`config.mk`:
```
export PLATFORM = sky130hd
export DESIGN_NAME = txr_engine
export DESIGN_NICKNAME = d
export VERILOG_FILES = /design/src/rtl/txr_pkg.sv /design/src/rtl/txr_addr_gen.sv /design/src/rtl/txr_len_decode.sv /design/src/rtl/txr_byte_out.sv /design/src/rtl/txr_engine.sv
export SDC_FILE = /design/constraint.sdc
export NUM_CORES = 1
export LEC_CHECK = 0
export BUFFER_PORTS_ARGS = -buffer_cell sky130_fd_sc_hd__buf_2
export CAP_MARGIN = 20
export CORE_MARGIN = 1
export CORE_UTILIZATION = 30
export DETAILED_ROUTE_END_ITERATION = 8
export GPL_ROUTABILITY_DRIVEN = 0
export GPL_TIMING_DRIVEN = 0
export PLACE_DENSITY = 0.58
export SYNTH_ARGS = -nofsm -noshare
export SYNTH_HDL_FRONTEND = slang
export SYNTH_HIERARCHICAL = 1
export SYNTH_SLANG_ARGS = --single-unit
```
`constraint.sdc`:
```
create_clock -name clk -period 6.03 [get_ports clk]
set_input_delay 1.206 -clock clk [delete_from_list [all_inputs] [get_ports clk]]
set_output_delay 1.206 -clock clk [all_outputs]
set_load 0.01 [all_outputs]
```
`src/rtl/txr_pkg.sv`:
```
package txr_pkg;
  typedef enum logic [3:0] {
    S_IDLE, S_STAT_RQ, S_STAT_WT, S_LENH_RQ, S_LENH_WT, S_LENL_RQ, S_LENL_WT,
    S_BYTE_RQ, S_BYTE_WT, S_BYTE_OUT, S_REL_RQ, S_REL_WT, S_STEP
  } walk_state_t;

  typedef enum logic [1:0] {A_STAT, A_LENH, A_LENL, A_BUF} addr_sel_t;

  localparam int          LEN_W     = 16;
  localparam int          OFS_STAT  = 2;
  localparam int          OFS_LENH  = 4;
  localparam int          OFS_LENL  = 5;
  localparam logic [7:0]  READY_CODE = 8'h83;
  localparam logic [7:0]  DONE_CODE  = 8'h03;
endpackage

```
`src/rtl/txr_addr_gen.sv`:
```
module txr_addr_gen import txr_pkg::*; #(
  parameter int AW         = 24,
  parameter int RING_LOG   = 4,
  parameter int DESC_BYTES = 8,
  parameter int RING_OFS   = 152,
  parameter int BUF_OFS    = 280,
  parameter int BUF_BYTES  = 1544
) (
  input  logic [AW-1:0]       base_i,
  input  logic [RING_LOG-1:0] entry_i,
  input  addr_sel_t           sel_i,
  input  logic [LEN_W-1:0]    boff_i,
  output logic [AW-1:0]       addr_o
);
  localparam logic [AW-1:0] RING_A = AW'(RING_OFS);
  localparam logic [AW-1:0] BUF_A  = AW'(BUF_OFS);
  localparam logic [AW-1:0] DESC_A = AW'(DESC_BYTES);
  localparam logic [AW-1:0] BSZ_A  = AW'(BUF_BYTES);

  logic [AW-1:0] entry_w;
  logic [AW-1:0] desc_base;
  logic [AW-1:0] buf_base;

  always_comb begin
    entry_w   = AW'(entry_i);
    desc_base = base_i + RING_A + entry_w * DESC_A;
    buf_base  = base_i + BUF_A + entry_w * BSZ_A;
    case (sel_i)
      A_LENH:  addr_o = desc_base + AW'(OFS_LENH);
      A_LENL:  addr_o = desc_base + AW'(OFS_LENL);
      A_BUF:   addr_o = buf_base + AW'(boff_i);
      default: addr_o = desc_base + AW'(OFS_STAT);
    endcase
  end
endmodule

```
`src/rtl/txr_len_decode.sv`:
```
module txr_len_decode import txr_pkg::*; #(
  parameter int BUF_BYTES = 1544
) (
  input  logic [7:0]       hi_i,
  input  logic [7:0]       lo_i,
  output logic [LEN_W-1:0] cnt_o
);
  localparam logic [LEN_W-1:0] LIMIT = LEN_W'(BUF_BYTES);

  logic [LEN_W-1:0] neg_len;
  logic [LEN_W-1:0] raw_cnt;

  always_comb begin
    neg_len = {hi_i, lo_i};
    raw_cnt = ~neg_len + LEN_W'(1);
    if (raw_cnt == '0 || raw_cnt > LIMIT) cnt_o = LIMIT;
    else                                  cnt_o = raw_cnt;
  end
endmodule

```
`src/rtl/txr_byte_out.sv`:
```
module txr_byte_out (
  input  logic       clk,
  input  logic       rst,
  input  logic       load_i,
  input  logic [7:0] data_i,
  input  logic       first_i,
  input  logic       last_i,
  input  logic       ready_i,
  output logic       valid_o,
  output logic [7:0] data_o,
  output logic       first_o,
  output logic       last_o,
  output logic       accept_o
);
  assign accept_o = valid_o & ready_i;

  always_ff @(posedge clk) begin
    if (rst) begin
      valid_o <= 1'b0;
      data_o  <= '0;
      first_o <= 1'b0;
      last_o  <= 1'b0;
    end else if (load_i) begin
      valid_o <= 1'b1;
      data_o  <= data_i;
      first_o <= first_i;
      last_o  <= last_i;
    end else if (accept_o) begin
      valid_o <= 1'b0;
    end
  end
endmodule

```
`src/rtl/txr_engine.sv`:
```
module txr_engine import txr_pkg::*; #(
  parameter int AW         = 24,
  parameter int RING_LOG   = 4,
  parameter int DESC_BYTES = 8,
  parameter int RING_OFS   = 152,
  parameter int BUF_OFS    = 280,
  parameter int BUF_BYTES  = 1544
) (
  input  logic                clk,
  input  logic                rst,
  input  logic                trig_i,
  input  logic                stopped_i,
  input  logic [AW-1:0]       base_i,
  output logic                mem_req_o,
  output logic                mem_we_o,
  output logic [AW-1:0]       mem_addr_o,
  output logic [7:0]          mem_wdata_o,
  input  logic                mem_rvalid_i,
  input  logic [7:0]          mem_rdata_i,
  output logic                tx_valid_o,
  output logic [7:0]          tx_data_o,
  output logic                tx_first_o,
  output logic                tx_last_o,
  input  logic                tx_ready_i,
  output logic                tint_o,
  output logic                busy_o,
  output logic [RING_LOG-1:0] idx_o
);
  walk_state_t         st;
  logic [RING_LOG-1:0] walk, walk_nx, stop_at, idx_q;
  logic [7:0]          len_hi;
  logic [LEN_W-1:0]    cnt, bcnt, dec_cnt;
  logic                busy_q, req_q, we_q, tint_q;
  logic [7:0]          wdata_q;
  logic [AW-1:0]       addr_q, gen_addr;
  addr_sel_t           sel;
  logic                out_load, out_acc;

  assign walk_nx = walk + 1'b1;

  always_comb begin
    case (st)
      S_LENH_RQ: sel = A_LENH;
      S_LENL_RQ: sel = A_LENL;
      S_BYTE_RQ: sel = A_BUF;
      default:   sel = A_STAT;
    endcase
  end

  txr_addr_gen #(
    .AW(AW), .RING_LOG(RING_LOG), .DESC_BYTES(DESC_BYTES),
    .RING_OFS(RING_OFS), .BUF_OFS(BUF_OFS), .BUF_BYTES(BUF_BYTES)
  ) u_addr (
    .base_i(base_i), .entry_i(walk), .sel_i(sel), .boff_i(bcnt), .addr_o(gen_addr)
  );

  txr_len_decode #(.BUF_BYTES(BUF_BYTES)) u_len (
    .hi_i(len_hi), .lo_i(mem_rdata_i), .cnt_o(dec_cnt)
  );

  assign out_load = (st == S_BYTE_WT) && mem_rvalid_i;

  txr_byte_out u_out (
    .clk(clk), .rst(rst), .load_i(out_load), .data_i(mem_rdata_i),
    .first_i(bcnt == '0), .last_i(bcnt == cnt - LEN_W'(1)), .ready_i(tx_ready_i),
    .valid_o(tx_valid_o), .data_o(tx_data_o), .first_o(tx_first_o),
    .last_o(tx_last_o), .accept_o(out_acc)
  );

  always_ff @(posedge clk) begin
    if (rst) begin
      st      <= S_IDLE;
      walk    <= '0;
      stop_at <= '0;
      idx_q   <= '0;
      len_hi  <= '0;
      cnt     <= '0;
      bcnt    <= '0;
      busy_q  <= 1'b0;
      req_q   <= 1'b0;
      we_q    <= 1'b0;
      wdata_q <= '0;
      addr_q  <= '0;
      tint_q  <= 1'b0;
    end else begin
      req_q  <= 1'b0;
      we_q   <= 1'b0;
      tint_q <= 1'b0;
      case (st)
        S_IDLE: begin
          if (trig_i && !stopped_i) begin
            walk    <= idx_q;
            stop_at <= idx_q - 1'b1;
            busy_q  <= 1'b1;
            st      <= S_STAT_RQ;
          end
        end
        S_STAT_RQ: begin
          req_q  <= 1'b1;
          addr_q <= gen_addr;
          st     <= S_STAT_WT;
        end
        S_STAT_WT: begin
          if (mem_rvalid_i) st <= (mem_rdata_i == READY_CODE) ? S_LENH_RQ : S_STEP;
        end
        S_LENH_RQ: begin
          req_q  <= 1'b1;
          addr_q <= gen_addr;
          st     <= S_LENH_WT;
        end
        S_LENH_WT: begin
          if (mem_rvalid_i) begin
            len_hi <= mem_rdata_i;
            st     <= S_LENL_RQ;
          end
        end
        S_LENL_RQ: begin
          req_q  <= 1'b1;
          addr_q <= gen_addr;
          st     <= S_LENL_WT;
        end
        S_LENL_WT: begin
          if (mem_rvalid_i) begin
            cnt  <= dec_cnt;
            bcnt <= '0;
            st   <= S_BYTE_RQ;
          end
        end
        S_BYTE_RQ: begin
          req_q  <= 1'b1;
          addr_q <= gen_addr;
          st     <= S_BYTE_WT;
        end
        S_BYTE_WT: begin
          if (mem_rvalid_i) st <= S_BYTE_OUT;
        end
        S_BYTE_OUT: begin
          if (out_acc) begin
            if (tx_last_o) st <= S_REL_RQ;
            else begin
              bcnt <= bcnt + LEN_W'(1);
              st   <= S_BYTE_RQ;
            end
          end
        end
        S_REL_RQ: begin
          req_q   <= 1'b1;
          we_q    <= 1'b1;
          wdata_q <= DONE_CODE;
          addr_q  <= gen_addr;
          st      <= S_REL_WT;
        end
        S_REL_WT: begin
          if (mem_rvalid_i) begin
            tint_q <= 1'b1;
            idx_q  <= idx_q + 1'b1;
            st     <= S_STEP;
          end
        end
        S_STEP: begin
          if (walk_nx == stop_at) begin
            busy_q <= 1'b0;
            st     <= S_IDLE;
          end else begin
            walk <= walk_nx;
            st   <= S_STAT_RQ;
          end
        end
        default: st <= S_IDLE;
      endcase
    end
  end

  assign mem_req_o   = req_q;
  assign mem_we_o    = we_q;
  assign mem_addr_o  = addr_q;
  assign mem_wdata_o = wdata_q;
  assign tint_o      = tint_q;
  assign busy_o      = busy_q;
  assign idx_o       = idx_q;
endmodule

```
==> impl_metrics.env, run 1 <==
export IMPL_whs_path_depth=2
export IMPL_cp_arrival_ns=5.46
export IMPL_ff2ff_setup_slack_ns=0.80
export IMPL_drive_above_1_share=0.140
export IMPL_die_h_um=179
export IMPL_grt_max_degree=17
export IMPL_core_area_mm2=0.0307
export IMPL_slew_headroom=0.312
export IMPL_holdWs_ns=0.448
export IMPL_cap_violations=0
export IMPL_drc=17
export IMPL_start_util=0.307
export IMPL_cts_resized=0
export IMPL_fill_cells=3366
export IMPL_min_period_ns=5.23
export IMPL_postCtsHoldBufs=0
export IMPL_row_count=64
export IMPL_boundaryPins=89
export IMPL_cts_buffer_depth=2
export IMPL_drt_total_wl_um=28200
export IMPL_die_w_um=179
export IMPL_fin_setup_tns_ns=0
export IMPL_io_buffers=81
export IMPL_tightestPinTransition_ns=1.02
export IMPL_layout_nets=1422
export IMPL_grt_remaining_overflow=0
export IMPL_clk_latency_ns=0.36
export IMPL_clockRootBuffer="clkbuf_16"
export IMPL_crit_required_ns=6.25
export IMPL_layout_area_seq_mm2=0.00192
export IMPL_grt_pass1_wl_um=45000
export IMPL_dp_hpwl_um=22000
export IMPL_syn_area_per_cell_um2=7.81
export IMPL_r2r_cells=17
export IMPL_ir_worst_vdd_uv=211
export IMPL_synth_edff_count=0
export IMPL_ctsHtreeMaxLevel=3
export IMPL_post_synth_num_cell_types=111
export IMPL_clkTransAtPathRegs_ns=0.07
export IMPL_place_area_mm2=0.0104
export IMPL_powerDensity_mw_per_mm2=200
export IMPL_fmax_mhz=191
export IMPL_worst_slack_ns=0.796
export IMPL_crit_fanout=9
export IMPL_finalCritPeriodShare=0.868
export IMPL_r2r_end="mem_addr_o[20]$_SDFFE_PP0P_"
export IMPL_hold_viol_final=0
export IMPL_synth_area_mm2=0.00943
export IMPL_min_to="mem_addr_o[18]$_SDFFE_PP0P_"
export IMPL_cts_tree="done"
export IMPL_grt_pass1_vias=8298
export IMPL_power_leakage_uw=0.00429
export IMPL_async_flop_share=0
export IMPL_min_from="mem_addr_o[18]$_SDFFE_PP0P_"
export IMPL_hold_class="reg2reg"
export IMPL_drt_antenna_violating_nets=0
export IMPL_skew_ns=0.0110
export IMPL_rsz0062_at_grt="false"
export IMPL_reg2reg_from="walk[2]$_SDFFE_PP0P_"
export IMPL_grt_use_total=0.178
export IMPL_first_iter_violations=677
export IMPL_wl_per_cell_um=16.5
export IMPL_dieArea_mm2=0.0322
export IMPL_stdcell_area_mm2=0.0106
export IMPL_setup_viol=0
export IMPL_multiInputGateArea_mm2=0.00690
export IMPL_place_ws_ns=0.580
export IMPL_diodes=0
export IMPL_antenna_found_initial=0
export IMPL_cts_sinks=96
export IMPL_startpoint_type="flip-flop"
export IMPL_syn_inst=1207
export IMPL_area_growth_pct=12.8
export IMPL_finalMaxSlewViolations=0
export IMPL_synth_seq_area_share=0.204
export IMPL_failed_checks="DRC"
export IMPL_status="finished with violations"
export IMPL_post_cts_setup_buffers=0
export IMPL_ys_ff_latch=96
export IMPL_synthFlopType="dfxtp_1"
export IMPL_vias=9114
export IMPL_ys_warn_count=6
export IMPL_cts_buffers=9
export IMPL_crit_type="reg2reg"
export IMPL_endpoint_kind="flip-flop"
export IMPL_avgViaCountPerCell=5.33
export IMPL_firstDrtPassIters=7
[layout make-up]
| cell class | count | area share |
|---|---|---|
| multi-input cells | 987 | 0.648 |
| flip-flops and latches | 96 | 0.181 |
| well taps | 396 | 0.0466 |
| plain buffers | 73 | 0.0397 |
| repair buffers | 81 | 0.0381 |
| clock buffers | 11 | 0.0219 |
| inverters | 60 | 0.0212 |
| clock inverters | 5 | 0.00388 |
[power by group]
group	internal (µW)	switching (µW)	leakage (µW)
Sequential	698	35.6	0.000778
Clock	283	267	0.000126
Combinational	317	528	0.00339
[through the flow]
stage          std cells  total power [µW]  utilization
2_1_floorplan       1216              1330            -
3_3_place_gp        1693              1580        0.337
3_5_place_dp        1693              1580        0.337
6_report            1709              2130        0.346
5_1_grt             1709              2270        0.346
4_1_cts             1709              2150        0.346
[worst max-delay path, stage by stage (launching register included)]
cell,delay (ns)
dfxtp_1,0.63
inv_1,0.09
ha_1,0.29
inv_1,0.04
ha_1,0.19
ha_1,0.28
xor2_1,0.20
fa_1,0.44
ha_1,0.31
ha_1,0.39
nand2_1,0.14
o311ai_0,0.89
a2111oi_0,0.26
a31o_2,0.29
a2111oi_2,0.34
a32oi_1,0.17
nand2_1,0.09
a21oi_1,0.06
[cell usage in the layout (no fill, tap or decap), types with 7 or more instances in the layout]
cell type,count
ha_1,63
nor4_1,16
a21oi_1,105
and3_1,9
nor2_1,116
nor3_1,37
o21ai_1,7
nand2_1,121
nand2b_1,13
o211ai_1,12
nor2b_1,13
buf_2,91
dfxtp_1,96
clkbuf_16,10
xor2_1,52
xnor2_1,49
clkbuf_1,37
a22oi_1,8
fa_1,13
a211oi_1,8
o21a_1,10
inv_1,59
a21o_1,7
nand4_1,19
mux2i_1,34
nand3_1,42
and2_1,9
buf_4,15
nor4b_1,7
conb_1,11
o21ai_0,55
[Yosys cell counts, types with 34 or more instances]
master | n | area share
ha_1 | 63 | 0.084
a21oi_1 | 105 | 0.056
inv_1 | 59 | 0.023
xor2_1 | 52 | 0.048
mux2i_1 | 34 | 0.036
nand3_1 | 42 | 0.022
nor3_1 | 37 | 0.020
nor2_1 | 116 | 0.046
xnor2_1 | 49 | 0.046
clkbuf_1 | 35 | 0.014
dfxtp_1 | 96 | 0.20
nand2_1 | 121 | 0.048
o21ai_0 | 55 | 0.029
[flip-flops by register name, indices dropped and copies added, names as in the netlist]
name and cells:
u_out/last_o 1, mem_addr_o 24, bcnt 16, u_out/first_o 1, tint_o 1, walk 4
mem_req_o 1, mem_wdata_o 1, idx_o 4, u_out/data_o 8, len_hi 8, busy_o 1
u_out/valid_o 1, cnt 16, stop_at 4, mem_we_o 1, st 4
[how the worst max path moves through the flow]
stage                              start                     endpoint  slack, ns  cells after the start
floorplan                      base_i[4]  mem_addr_o[20]$_SDFFE_PP0P_       1.55                     16
global placement               base_i[3]  mem_addr_o[20]$_SDFFE_PP0P_       0.61                     15
detailed placement             base_i[3]  mem_addr_o[20]$_SDFFE_PP0P_       0.58                     15
CTS                 walk[2]$_SDFFE_PP0P_  mem_addr_o[20]$_SDFFE_PP0P_       0.87                     17
global route        walk[2]$_SDFFE_PP0P_  mem_addr_o[20]$_SDFFE_PP0P_       0.53                     17
finish              walk[2]$_SDFFE_PP0P_  mem_addr_o[20]$_SDFFE_PP0P_       0.80                     17
[cells by family (layout without fill, tap and decap cells)]
family                     after synthesis  after routing  share of synthesized area
buffers and inverters                  133            230                     0.0687
xor gates and xnor gates               103            103                     0.0987
adders and majority gates               76             76                      0.111
AOI/OAI and AO/OA                      294            294                      0.212
muxes                                   35             35                     0.0385
and+or+nand+nor                        468            468                      0.266
other                                    2             11                   0.000796
DFF                                     96             96                      0.204
[per-layer routing]
metal	wire length [µm]	vias to the layer above	track usage
li1	-	4518	-
met5	0	-	0
met2	12800	255	0.289
met3	1520	26	0.0252
met1	13500	4315	0.247
met4	338	0	0.0392
(Power assumes the default switching activity.)
==> inputs of run 2 (changes only) <==
Settings changed: BUFFER_PORTS_ARGS -buffer_cell sky130_fd_sc_hd__buf_2 to -buffer_cell sky130_fd_sc_hd__clkbuf_2, CORE_UTILIZATION 30 to 25, GPL_ROUTABILITY_DRIVEN 0 to unset, PLACE_DENSITY 0.58 to 0.52.
==> impl_metrics.env, run 2 (synthesis gave the netlist of run 1 again) <==
export IMPL_critical_path_depth=17
export IMPL_r2r_end="mem_addr_o[20]$_SDFFE_PP0P_"
export IMPL_endpoint_kind="flip-flop"
export IMPL_postCtsHoldBufs=0
export IMPL_critPathBufInv=2
export IMPL_startpoint="walk[2]$_SDFFE_PP0P_"
export IMPL_crit_required_ns=6.26
export IMPL_drt_antenna_violating_nets=0
export IMPL_start_util=0.256
export IMPL_multiInputGateArea_mm2=0.00690
export IMPL_cts_buffers=9
export IMPL_powerDensity_mw_per_mm2=202
export IMPL_r2r_cells=17
export IMPL_status="completed"
export IMPL_boundaryPins=89
export IMPL_first_iter_violations=546
export IMPL_power_leakage_uw=0.00428
export IMPL_rsz0062_at_grt="false"
export IMPL_row_count=70
export IMPL_crit_chain="inv_1 -> ha_1 -> inv_1 -> ha_1 -> ha_1 -> xor2_1 -> fa_1 -> ha_1 -> ha_1 -> nand2_1 -> o311ai_0 -> a2111oi_0 -> a31o_2 -> a2111oi_2 -> a32oi_1 -> nand2_1 -> a21oi_1"
export IMPL_cp_arrival_ns=5.42
export IMPL_grt_remaining_overflow=0
export IMPL_vias=9096
export IMPL_cts_resized=0
export IMPL_drive_above_1_share=0.142
export IMPL_min_period_ns=5.19
export IMPL_layout_nets=1422
export IMPL_antenna_found_initial=0
export IMPL_cpPeakStageDelay_ns=0.92
export IMPL_drc=0
export IMPL_reg2reg_from="walk[2]$_SDFFE_PP0P_"
export IMPL_skew_ns=0.00925
export IMPL_crit_type="reg2reg"
export IMPL_grt_pass1_vias=8612
export IMPL_firstDrtPassIters=6
export IMPL_finalPower_uw=2180
export IMPL_finalMaxSlewViolations=0
export IMPL_cp_endpoint="mem_addr_o[20]$_SDFFE_PP0P_"
export IMPL_dp_hpwl_um=23600
export IMPL_final_cell_mix="nand2_1 (121), nor2_1 (116), a21oi_1 (105)"
export IMPL_crit_fanout=9
export IMPL_startpoint_type="flip-flop"
export IMPL_ctsHtreeMaxLevel=3
export IMPL_critPathTopFamily="compound AO/OA/AOI/OAI gates"
export IMPL_worst_slack_ns=0.843
export IMPL_post_cts_setup_buffers=0
export IMPL_ff2ff_setup_slack_ns=0.84
export IMPL_grt_max_degree=19
export IMPL_drt_total_wl_um=30000
export IMPL_path_common_cell="ha_1"
export IMPL_io_buffers=81
export IMPL_finalCritPeriodShare=0.860
export IMPL_hold_viol_final=0
export IMPL_fin_cells=1817
export IMPL_cts_buffer_depth=2
export IMPL_clockRootBuffer="clkbuf_16"
export IMPL_grt_pass1_wl_um=47700
export IMPL_diodes=0
export IMPL_clk_latency_ns=0.36
export IMPL_cts_tree="done"
export IMPL_grt_use_total=0.157
export IMPL_largest_register_ffs=24
export IMPL_setup_viol=0
export IMPL_avgViaCountPerCell=5.01
export IMPL_place_ws_ns=0.426
export IMPL_holdWs_ns=0.452
export IMPL_final_common_cell="nand2_1"
export IMPL_core_area_mm2=0.0369
export IMPL_ir_worst_vdd_uv=157
export IMPL_place_congestion=0.892
export IMPL_fill_cells=4051
export IMPL_slew_headroom=0.286
export IMPL_fmax_mhz=193
export IMPL_slowest_stage="o311ai_0"
export IMPL_cap_violations=0
export IMPL_dieArea_mm2=0.0385
export IMPL_tightestPinTransition_ns=1.06
export IMPL_fin_setup_tns_ns=0
export IMPL_die_w_um=196
export IMPL_cts_sinks=96
export IMPL_wl_per_cell_um=16.5
export IMPL_hold_class="reg2reg"
export IMPL_post_place_cells=1801
export IMPL_clkTransAtPathRegs_ns=0.07
export IMPL_area_growth_pct=14.4
export IMPL_layout_area_seq_mm2=0.00192
export IMPL_die_h_um=196
-- run 2: cell count changes in the layout (fill, tap and decap cells not counted) --
cell / delta
inv_6: +1
inv_8: +2
clkbuf_2: +81
clkinvlp_4: -1
clkinv_2: +1
buf_2: -81
clkinv_4: -1
clkbuf_1: -2
-- run 2: per-layer routing --
metal,GRT usage,share of wire,wire length (µm),vias to the layer above
met5,0,0,0,-
li1,-,-,-,4546
met3,0.0229,0.038,1130,38
met1,0.211,0.48,14500,4288
met2,0.256,0.46,13700,224
met4,0.0512,0.021,617,0
-- run 2: report_power, final --
part | switching [µW] | internal (µW) | leakage [µW]
sequential | 36.8 | 698 | 0.000778
combinational | 543 | 317 | 0.00336
clock | 293 | 289 | 0.000140
total | 873 | 1300 | 0.00428
-- run 2: final cells by class --
| cell class | instances | area share |
|---|---|---|
| Multi-Input combinational cell | 987 | 0.639 |
| Sequential cell | 96 | 0.178 |
| Timing Repair Buffer | 81 | 0.0376 |
| Tap cell | 504 | 0.0585 |
| Buffer | 73 | 0.0392 |
| Clock buffer | 9 | 0.0209 |
| Inverter | 60 | 0.0209 |
| Clock inverter | 7 | 0.00568 |
-- run 2: how the worst min path moves through the flow --
stage,slack [ns],cells past startpoint,startpoint,end
2_1_floorplan,0.46,2,stop_at[2]$_SDFFE_PP0P_,stop_at[2]$_SDFFE_PP0P_
3_3_place_gp,0.44,2,mem_addr_o[20]$_SDFFE_PP0P_,mem_addr_o[20]$_SDFFE_PP0P_
3_5_place_dp,0.45,2,mem_addr_o[21]$_SDFFE_PP0P_,mem_addr_o[21]$_SDFFE_PP0P_
4_1_cts,0.45,2,mem_addr_o[21]$_SDFFE_PP0P_,mem_addr_o[21]$_SDFFE_PP0P_
5_1_grt,0.47,2,mem_addr_o[9]$_SDFFE_PP0P_,mem_addr_o[9]$_SDFFE_PP0P_
6_report,0.45,2,mem_addr_o[20]$_SDFFE_PP0P_,mem_addr_o[20]$_SDFFE_PP0P_
-- run 2: worst min-delay path: stages (launching register included) --
cell     delay, ns
dfxtp_1       0.31
nand2_1       0.05
a21oi_1       0.05
-- run 2: through the flow --
stage / util / area (µm²)
2_1_floorplan: - / 9470
3_3_place_gp: 0.285 / 10500
3_5_place_dp: 0.285 / 10500
4_1_cts: 0.293 / 10800
5_1_grt: 0.293 / 10800
6_report: 0.293 / 10800
